**config.mk**
```make
export PLATFORM = sky130hd
export DESIGN_NAME = tagged_record_scanner
export DESIGN_NICKNAME = d
export VERILOG_FILES = /design/src/rtl/scan_pkg.sv /design/src/rtl/scan_fetch.sv /design/src/rtl/scan_hdr_decode.sv /design/src/rtl/scan_name_shift.sv /design/src/rtl/tagged_record_scanner.sv
export SDC_FILE = /design/constraint.sdc
export NUM_CORES = 1
export LEC_CHECK = 0
export CAP_MARGIN = 20
export CORE_MARGIN = 2
export CORE_UTILIZATION = 61
export CTS_CLUSTER_DIAMETER = 200
export DETAILED_ROUTE_END_ITERATION = 12
export PLACE_DENSITY = 0.84
export RECOVER_POWER = 25
export SLEW_MARGIN = 0
export SYNTH_ARGS = -nofsm -noshare
export SYNTH_HDL_FRONTEND = slang
export SYNTH_SLANG_ARGS = --single-unit
```
**constraint.sdc**
```tcl
create_clock -name clk -period 6.3 [get_ports clk]
set_input_delay 1.26 -clock clk [delete_from_list [all_inputs] [get_ports clk]]
set_output_delay 1.26 -clock clk [all_outputs]
set_load 0.02 [all_outputs]
```
**src/rtl/scan_pkg.sv**
```systemverilog
package scan_pkg;

  typedef enum logic [3:0] {
    ST_IDLE,
    ST_HDR,
    ST_LLO,
    ST_LHI,
    ST_PEEK,
    ST_SCHK,
    ST_SUB,
    ST_SLO,
    ST_SHI,
    ST_CAP
  } scan_st_e;

  localparam logic [3:0] END_TAG_NAME  = 4'hF;
  localparam logic [6:0] SEARCH_NAME   = 7'h0D;
  localparam logic [7:0] SKIP_MARK     = 8'h3B;
  localparam int         SKIP_LEN      = 6;
  localparam logic [5:0] KEY_SUB_NAME  = 6'h3C;
  localparam int         LONG_HDR_LEN  = 3;

endpackage

```
**src/rtl/scan_fetch.sv**
```systemverilog
module scan_fetch #(
  parameter int IMG_BYTES = 128,
  parameter int POS_W     = 18,
  localparam int AW       = $clog2(IMG_BYTES)
) (
  input  logic             clk,
  input  logic             rst,
  input  logic             req,
  input  logic [POS_W-1:0] pos,
  output logic [AW-1:0]    mem_addr,
  output logic             mem_rd_en,
  input  logic [7:0]       mem_rd_data,
  output logic             rsp_valid,
  output logic [7:0]       rsp_data
);

  logic in_range;
  logic live_q;

  assign in_range  = pos < POS_W'(IMG_BYTES);
  assign mem_addr  = pos[AW-1:0];
  assign mem_rd_en = req && in_range;

  always_ff @(posedge clk) begin
    if (rst) begin
      rsp_valid <= 1'b0;
      live_q    <= 1'b0;
    end else begin
      rsp_valid <= req;
      live_q    <= req && in_range;
    end
  end

  assign rsp_data = live_q ? mem_rd_data : 8'h00;

endmodule

```
**src/rtl/scan_hdr_decode.sv**
```systemverilog
module scan_hdr_decode (
  input  logic [7:0] hdr,
  output logic       is_long,
  output logic [3:0] short_len,
  output logic [3:0] short_name,
  output logic [6:0] long_name,
  output logic [5:0] sub_name
);

  assign is_long    = hdr[7];
  assign short_len  = {1'b0, hdr[2:0]} + 4'd1;
  assign short_name = hdr[6:3];
  assign long_name  = hdr[6:0];
  assign sub_name   = hdr[5:0];

endmodule

```
**src/rtl/scan_name_shift.sv**
```systemverilog
module scan_name_shift #(
  parameter int NAME_BYTES = 8,
  localparam int W         = NAME_BYTES * 8
) (
  input  logic         clk,
  input  logic         rst,
  input  logic         shift_en,
  input  logic [7:0]   din,
  output logic [W-1:0] nxt
);

  logic [W-1:0] q;

  assign nxt = {q[W-9:0], din};

  always_ff @(posedge clk) begin
    if (rst)           q <= '0;
    else if (shift_en) q <= nxt;
  end

endmodule

```
**src/rtl/tagged_record_scanner.sv**
```systemverilog
module tagged_record_scanner
  import scan_pkg::*;
#(
  parameter int  IMG_BYTES  = 128,
  parameter int  NAME_BYTES = 8,
  localparam int AW         = $clog2(IMG_BYTES),
  localparam int OFS_W      = AW + 1,
  localparam int NAME_W     = NAME_BYTES * 8
) (
  input  logic              clk,
  input  logic              rst,
  input  logic              start,
  output logic [AW-1:0]     mem_addr,
  output logic              mem_rd_en,
  input  logic [7:0]        mem_rd_data,
  output logic              busy,
  output logic              done,
  output logic              found,
  output logic [NAME_W-1:0] wwn,
  output logic [OFS_W-1:0]  wwn_offset
);

  localparam int POS_W = ((AW > 16) ? AW : 16) + 2;
  localparam int CNT_W = (NAME_BYTES > 1) ? $clog2(NAME_BYTES) : 1;

  scan_st_e          st;
  logic              pend;
  logic [POS_W-1:0]  i_pos, j_pos, item_end, sub_step;
  logic [7:0]        lo_byte;
  logic [6:0]        lname;
  logic [5:0]        sname;
  logic [CNT_W-1:0]  cap_cnt;

  logic [POS_W-1:0]  rd_pos;
  logic              rd_state, hdr_exhausted, req;
  logic              rsp_valid;
  logic [7:0]        rsp_data;
  logic              is_long;
  logic [3:0]        short_len, short_name;
  logic [6:0]        long_name;
  logic [5:0]        sub_name;
  logic [POS_W-1:0]  wide_len;
  logic              got;
  logic [NAME_W-1:0] name_nxt;

  always_comb begin
    case (st)
      ST_HDR:  rd_pos = i_pos;
      ST_LLO:  rd_pos = i_pos + POS_W'(1);
      ST_LHI:  rd_pos = i_pos + POS_W'(2);
      ST_SLO:  rd_pos = j_pos + POS_W'(1);
      ST_SHI:  rd_pos = j_pos + POS_W'(2);
      ST_CAP:  rd_pos = j_pos + POS_W'(LONG_HDR_LEN) + POS_W'(cap_cnt);
      default: rd_pos = j_pos;
    endcase
  end

  assign rd_state      = (st != ST_IDLE) && (st != ST_SCHK);
  assign hdr_exhausted = (st == ST_HDR) && (i_pos >= POS_W'(IMG_BYTES));
  assign req           = rd_state && !pend && !hdr_exhausted;
  assign got           = pend && rsp_valid;
  assign wide_len      = POS_W'({rsp_data, lo_byte}) + POS_W'(LONG_HDR_LEN);

  scan_fetch #(.IMG_BYTES(IMG_BYTES), .POS_W(POS_W)) u_fetch (
    .clk(clk), .rst(rst), .req(req), .pos(rd_pos),
    .mem_addr(mem_addr), .mem_rd_en(mem_rd_en), .mem_rd_data(mem_rd_data),
    .rsp_valid(rsp_valid), .rsp_data(rsp_data)
  );

  scan_hdr_decode u_dec (
    .hdr(rsp_data), .is_long(is_long), .short_len(short_len),
    .short_name(short_name), .long_name(long_name), .sub_name(sub_name)
  );

  scan_name_shift #(.NAME_BYTES(NAME_BYTES)) u_shift (
    .clk(clk), .rst(rst), .shift_en(got && (st == ST_CAP)),
    .din(rsp_data), .nxt(name_nxt)
  );

  always_ff @(posedge clk) begin
    if (rst) begin
      st         <= ST_IDLE;
      pend       <= 1'b0;
      i_pos      <= '0;
      j_pos      <= '0;
      item_end   <= '0;
      sub_step   <= '0;
      lo_byte    <= '0;
      lname      <= '0;
      sname      <= '0;
      cap_cnt    <= '0;
      busy       <= 1'b0;
      done       <= 1'b0;
      found      <= 1'b0;
      wwn        <= '0;
      wwn_offset <= '0;
    end else begin
      case (st)
        ST_IDLE: begin
          if (start) begin
            i_pos      <= '0;
            pend       <= 1'b0;
            busy       <= 1'b1;
            done       <= 1'b0;
            found      <= 1'b0;
            wwn        <= '0;
            wwn_offset <= '0;
            st         <= ST_HDR;
          end
        end
        ST_SCHK: begin
          // Past the image every sub-record reads as zero and cannot match,
          // so the rest of the item is skipped in one step.
          if (j_pos >= item_end || j_pos >= POS_W'(IMG_BYTES)) begin
            i_pos <= item_end;
            st    <= ST_HDR;
          end else begin
            st <= ST_SUB;
          end
        end
        default: begin
          if (!pend) begin
            if (hdr_exhausted) begin
              st   <= ST_IDLE;
              busy <= 1'b0;
              done <= 1'b1;
            end else begin
              pend <= 1'b1;
            end
          end else if (rsp_valid) begin
            pend <= 1'b0;
            case (st)
              ST_HDR: begin
                if (!is_long) begin
                  if (short_name == END_TAG_NAME) begin
                    st   <= ST_IDLE;
                    busy <= 1'b0;
                    done <= 1'b1;
                  end else begin
                    i_pos <= i_pos + POS_W'(short_len);
                  end
                end else begin
                  lname <= long_name;
                  st    <= ST_LLO;
                end
              end
              ST_LLO: begin
                lo_byte <= rsp_data;
                st      <= ST_LHI;
              end
              ST_LHI: begin
                if (lname == SEARCH_NAME) begin
                  j_pos    <= i_pos + POS_W'(LONG_HDR_LEN);
                  item_end <= i_pos + wide_len;
                  st       <= ST_PEEK;
                end else begin
                  i_pos <= i_pos + wide_len;
                  st    <= ST_HDR;
                end
              end
              ST_PEEK: begin
                if (rsp_data == SKIP_MARK) begin
                  i_pos <= i_pos + POS_W'(SKIP_LEN);
                  st    <= ST_HDR;
                end else begin
                  st <= ST_SCHK;
                end
              end
              ST_SUB: begin
                sname <= sub_name;
                st    <= ST_SLO;
              end
              ST_SLO: begin
                lo_byte <= rsp_data;
                st      <= ST_SHI;
              end
              ST_SHI: begin
                if (sname == KEY_SUB_NAME) begin
                  sub_step <= wide_len;
                  cap_cnt  <= '0;
                  st       <= ST_CAP;
                end else begin
                  j_pos <= j_pos + wide_len;
                  st    <= ST_SCHK;
                end
              end
              ST_CAP: begin
                if (cap_cnt == CNT_W'(NAME_BYTES - 1)) begin
                  found      <= 1'b1;
                  wwn        <= name_nxt;
                  wwn_offset <= OFS_W'(j_pos + POS_W'(LONG_HDR_LEN));
                  j_pos      <= j_pos + sub_step;
                  st         <= ST_SCHK;
                end else begin
                  cap_cnt <= cap_cnt + CNT_W'(1);
                end
              end
              default: st <= ST_IDLE;
            endcase
          end
        end
      endcase
    end
  end

  // without a capture the name and offset stay cleared
  assert_clear_without_match_R8: assert property (@(posedge clk) disable iff (rst)
    !found |-> (wwn_offset == '0 && wwn == '0));

  // a captured name lies after a long header and a sub-record header
  assert_offset_past_headers_R6: assert property (@(posedge clk) disable iff (rst)
    found |-> (wwn_offset >= OFS_W'(2 * LONG_HDR_LEN)));

  assert_done_holds_R10: assert property (@(posedge clk) disable iff (rst)
    (done && !start) |=> done);

  assert_busy_done_exclusive_R10: assert property (@(posedge clk) disable iff (rst)
    !(busy && done));

  assert_response_expected_R9: assert property (@(posedge clk) disable iff (rst)
    rsp_valid |-> pend);

  assert_read_only_when_busy_R9: assert property (@(posedge clk) disable iff (rst)
    mem_rd_en |-> busy);

endmodule

```
-- Word level (Yosys, flattened, before mapping)
Cells that the tools add are included.
- add/sub/neg operators: 15
- order comparisons: 4
- equal/unequal tests: 33
- muxes and demuxes: 69
- bitwise gates (word level): 2
- reductions and logical operators: 37
- operator list (operator ; number):
    $mux 64 ; 5
    $mux 18 ; 11
    $pmux 64 s2 ; 1
    $pmux 18 s3 ; 2
    $pmux 18 s6 ; 1
    $add 18x2->18 const B ; 4
    $mux 8 ; 6
    $add 18x1->18 const B ; 2
    $add 18x17->18 ; 2
    $ge 18x8->1 const B ; 2
    $pmux 18 s2 ; 1
    $mux 4 ; 8
    $pmux 4 s8 ; 1
    $mux 1 ; 21
    $reduce_and 5->1 ; 4
    $add 18x18->18 ; 1
    $add 18x3->18 ; 1
    $add 18x3->18 const B ; 1
    $add 18x4->18 ; 1
    $ge 18x18->1 ; 1
    $lt 18x8->1 const B ; 1
    $add 16x2->17 const B ; 1
    $eq 4x3->1 const B ; 4
    $pmux 8 s2 ; 1
    38 further kinds ; 77
- register bits: 234
- input bits: 11
- output and inout port bits: 83
- word-level logic and storage cells: 178

-- Longest topological paths before layout
- depth after elaboration: 9
- gate-level depth with buffers: 17
- mapped depth without buffers: 17

-- Hierarchy
A second synthesis with hierarchy kept.
- cells, all modules: 2010
- area, all modules: 15636.2 µm²
- by module, submodules not included (module ; times used ; cells each ; area an instance (µm²) ; seq. area each (µm²)):
    tagged_record_scanner ; 1 ; 1777 ; 13203.9 ; 3503.4
    scan_name_shift ; 1 ; 188 ; 2074.5 ; 1121.1
    scan_fetch ; 1 ; 23 ; 191.4 ; 40.0
    scan_hdr_decode ; 1 ; 22 ; 166.4 ; 0.0

-- Worst setup path before layout
Ideal clock, no wire load.
- path kind: register to output
- from: register st[0]
- to: output port mem_rd_en
- arrival time: 4.301 ns
- required time: 5.040 ns
- path slack: 0.739 ns
- cell stages (with the launch flop): 18
- path buffers: 4
- cell sequence: dfxtp_1 buf_2 and4b_1 clkbuf_1 buf_2 buf_1 nand2_1 o21ai_0 ha_1 inv_1 nor4_1 nor2_1 a32o_1 a211oi_1 o211ai_1 a211o_1 or4b_1 a21oi_1
- word-level cells in the longest chain between the ends: 5
- elaborated cells between the ends (all ways): 16
- those cells by class: 1 x order compare; 7 x eq/ne; 1 x mux; 7 x reduce/logical
- ends and longest elaborated chain (what ; RTL line ; text):
    start, declared ; tagged_record_scanner.sv:26 ; scan_st_e st;
    start signal, assigned ; tagged_record_scanner.sv:82 ; st <= ST_IDLE;
    start signal, assigned ; tagged_record_scanner.sv:108 ; st <= ST_HDR;
    start signal, assigned ; tagged_record_scanner.sv:116 ; st <= ST_HDR;
    branches (longest 4 deep; another with $lt 18x8->1) ; -- ;
    $logic_and 1x1->1 * ; scan_fetch.sv:22 ; assign mem_rd_en = req && in_range;
    end, declared ; tagged_record_scanner.sv:14 ; output logic mem_rd_en,
Every way passes the cells marked *.

-- Worst setup path in the final report
- from: register j_pos[2]
- to: output port mem_rd_en
- word-level cells in the longest chain between the ends: 5
- elaborated cells between the ends (all ways): 7
- those cells by class: 4 x add/sub; 1 x order compare; 1 x mux; 1 x reduce/logical
- ends and longest elaborated chain (what ; RTL line ; text):
    start, declared ; tagged_record_scanner.sv:28 ; logic [POS_W-1:0] i_pos, j_pos, item_end, sub_step;
    start signal, assigned ; tagged_record_scanner.sv:153 ; j_pos <= i_pos + POS_W'(LONG_HDR_LEN);
    start signal, assigned ; tagged_record_scanner.sv:183 ; j_pos <= j_pos + wide_len;
    start signal, assigned ; tagged_record_scanner.sv:192 ; j_pos <= j_pos + sub_step;
    $add 18x2->18 ; -- ;
    $add 18x3->18 ; tagged_record_scanner.sv:53 ; ST_CAP: rd_pos = j_pos + POS_W'(LONG_HDR_LEN) + POS_W'(cap_cnt);
    $pmux 18 s6 * ; tagged_record_scanner.sv:47 ; case (st)
    $lt 18x8->1 * ; scan_fetch.sv:20 ; assign in_range = pos < POS_W'(IMG_BYTES);
    $logic_and 1x1->1 * ; scan_fetch.sv:22 ;
Every way passes the cells marked *; elsewhere a longest branch is shown, timed or not.

==> results.toml <==
[cells_and_area]
mostFrequentLayoutCell = "nand2_1"
num-fill-cells = 2000
layout_common_cells = "nand2_1 (312), a21oi_1 (249), dfxtp_1 (230), nor2_1 (223), nand3_1 (104)"
antenna_cells = 0
final_area_mm2 = 0.0171
final_nets = 2185
area_growth_pct = 14.3
drive_above_1_share = 0.0661
final_util = 0.707

[grt]
use_met1 = 0.552
grt_pass1_wl_um = 82000
grt_max_degree = 122
antenna_found_initial = 0
grt_use_met2 = 0.605
grt_pass1_vias = 14711
gr-total-overflow = 0
use_met3 = 0.0865
busiest_layer = "met2"
track_usage = 0.395

[timing]
relSlewSlack = -0.676
tightestPinTransition_ns = 2.51
setup_ws_ns = 0.428
setup_viol_count_final = 0
fin_crit_sh = 0.932
fin_skew_ns = 0.0137
drv_slew = 238
rsz0062_at_grt = "false"
hold_viol = 0
fin_crit_ns = 5.87
setup_tns_ns = 0
clock.fmax_ghz = 0.170

[place]
placed_area_mm2 = 0.0162
port_buffers = 93
dpl.hpwl_um = 37600
place_ws_ns = 0.518
globalplace.congestion = 1.01

[synth]
syn-num-nets = 2155
ys_seq_area_frac = 0.311
synth_area_mm2 = 0.0150
synth_cell_types = 79
synth_edf_count = 0
syn_inst = 2070
ys_async_sr_fraction = 0
ys.flop_type = "dfxtp_1"
ys_ff_latch = 233
ys_warn_count = 0
avgSynthCellArea_um2 = 7.24

[setup_path]
criticalPathCategory = "reg2out"
end_kind = "output pin"
cp_cell_sequence = "nand4_1, nor4_1, nor2_1, a32o_1, a211oi_1, o211ai_1, a211o_1, or4b_1, a21oi_1, dlymetal6s2s_1"
required_ns = 5.04
cp.arrival_ns = 4.61
cpMaxStageDelayCell = "dfxtp_1"
worst-path-buf-inv = 1
cp_top_family = "simple AND/OR/NAND/NOR gates"
start_kind = "flip-flop"
cp_max_fo = 19
slowest_delay_ns = 0.78

[drt]
ant_nets = 0
drc_errors = 0
wl_per_cell_um = 21.7
first_pass_iters = 6
wl_um = 53000
drt-initial-drc-count = 2046
viasPerCell = 6.58
vias = 16058

[clock_tree]
cts_tree = "built"
h-tree-depth = 1
cts_max_path_buffers = 3
numClockSinks = 233
cts-root-buf = "clkbuf_16"
path_clk_slew_ns = 0.07
postCtsSetupRepairBufs = 0
cts_buffers = 25
insertion_delay_ns = 0.56

[run_status]
violations = "max-capacitance violations, max-slew violations"
status = "finished with violations"

[die]
fp-row-count = 57
die_w_um = 161
io_pins = 94
die_height_um = 161
start_util = 0.618
dieArea_mm2 = 0.0258
core_mm2 = 0.0242

[power_and_ir_drop]
max-vdd-ir-drop_mv = 0.274
power_density_mw_per_mm2 = 286
total_leakage_power_nw = 6.28

[min_path]
min_path_type = "reg2reg"

[job]
cap_violations = 2
==> per-stage QoR <==
stage | power, mW | instances | hold WS, ns
2_1_floorplan | 2.76 | 2070 | 0.432
3_3_place_gp | 3.29 | 2393 | 0.437
3_5_place_dp | 3.31 | 2394 | 0.443
4_1_cts | 4.83 | 2438 | 0.452
5_1_grt | 5.08 | 2441 | 0.473
6_report | 4.90 | 2441 | 0.453
==> kinds of logic (layout without fill, tap and decap cells) <==
| kind of cell | Yosys count | after routing | synth area share |
|---|---|---|---|
| fa+ha+maj | 74 | 74 | 0.0638 |
| buf+inv | 219 | 266 | 0.0554 |
| flops | 233 | 233 | 0.311 |
| mux | 39 | 39 | 0.0264 |
| compound gates | 554 | 554 | 0.228 |
| xor+xnor | 100 | 100 | 0.0584 |
| simple gates | 851 | 851 | 0.257 |
==> Yosys cell counts (all sizes together) (11+ instances only) <==
master	n	share of area
ha	70	0.058
a221oi	14	0.0082
clkbuf	133	0.033
mux2i	35	0.023
inv	63	0.016
or3	17	0.0071
nor3	60	0.020
o21ai	80	0.027
nand4	30	0.013
a211oi	40	0.020
a21o	21	0.011
o22ai	12	0.0050
nand3	105	0.035
a31oi	29	0.012
nand2	314	0.079
nor4	12	0.0054
xor2	34	0.020
a21oi	250	0.084
xnor2	66	0.039
a22oi	12	0.0060
nor2	228	0.057
buf	21	0.0058
and2	18	0.0075
and3	11	0.0046
dfxtp	233	0.31
o211ai	18	0.0090
==> final cells by class <==
type / count / area [um^2] / share of cell area
Clock buffer: 33 / 676 / 0.0394
Sequential cell: 233 / 4670 / 0.272
Tap cell: 324 / 405 / 0.0236
Inverter: 65 / 244 / 0.0142
Clock inverter: 11 / 156 / 0.00912
Timing Repair Buffer: 157 / 1440 / 0.0838
Multi-Input combinational cell: 1618 / 9560 / 0.557
==> routing by layer <==
layer  vias to the layer above  part of all wire
met2                       906              0.44
met3                       163              0.11
met4                         0             0.037
li1                       7399                 -
met5                         -                 0
met1                      7590              0.42
==> path summary, 6_finish.rpt <==
| path | start | to | slack (ns) | cells after the start |
|---|---|---|---|---|
| max | j_pos[2] | mem_rd_en | 0.43 | 10 |
| min reg2reg | u_shift.q[49] | wwn[57] | 0.45 | 2 |
| min | u_shift.q[49] | wwn[57] | 0.45 | 2 |
| max reg2reg | st[1] | j_pos[11] | 1.26 | 18 |
==> flip-flops by register name, indices dropped and copies added (netlist names), 8 cells and up <==
register and flops:
wwn_offset 8, sub_step 17, u_shift.q 56, lo_byte 8
i_pos 18, item_end 18, wwn 64, j_pos 18
==> worst min-delay path: stages, from the launching register on <==
cell	delay, ns
dfxtp_1	0.31
nand2_1	0.05
a21oi_1	0.05
==> report_power, final <==
part           leakage (nW)  switching [mW]  total, mW  internal (mW)
clock network         0.398           0.660       1.54          0.884
logic                  4.00            1.08       1.66          0.572
registers              1.88           0.157       1.70           1.54
total                  6.28            1.90       4.90           3.00
==> timing repair <==
action | in CTS | in global routing
endpoints found under the setup margin | 1 | 1
hold endpoints to repair | 0 | 0
hold buffers | 0 | 0
resized for setup | 2 | 7
(Power assumes the default switching activity.)
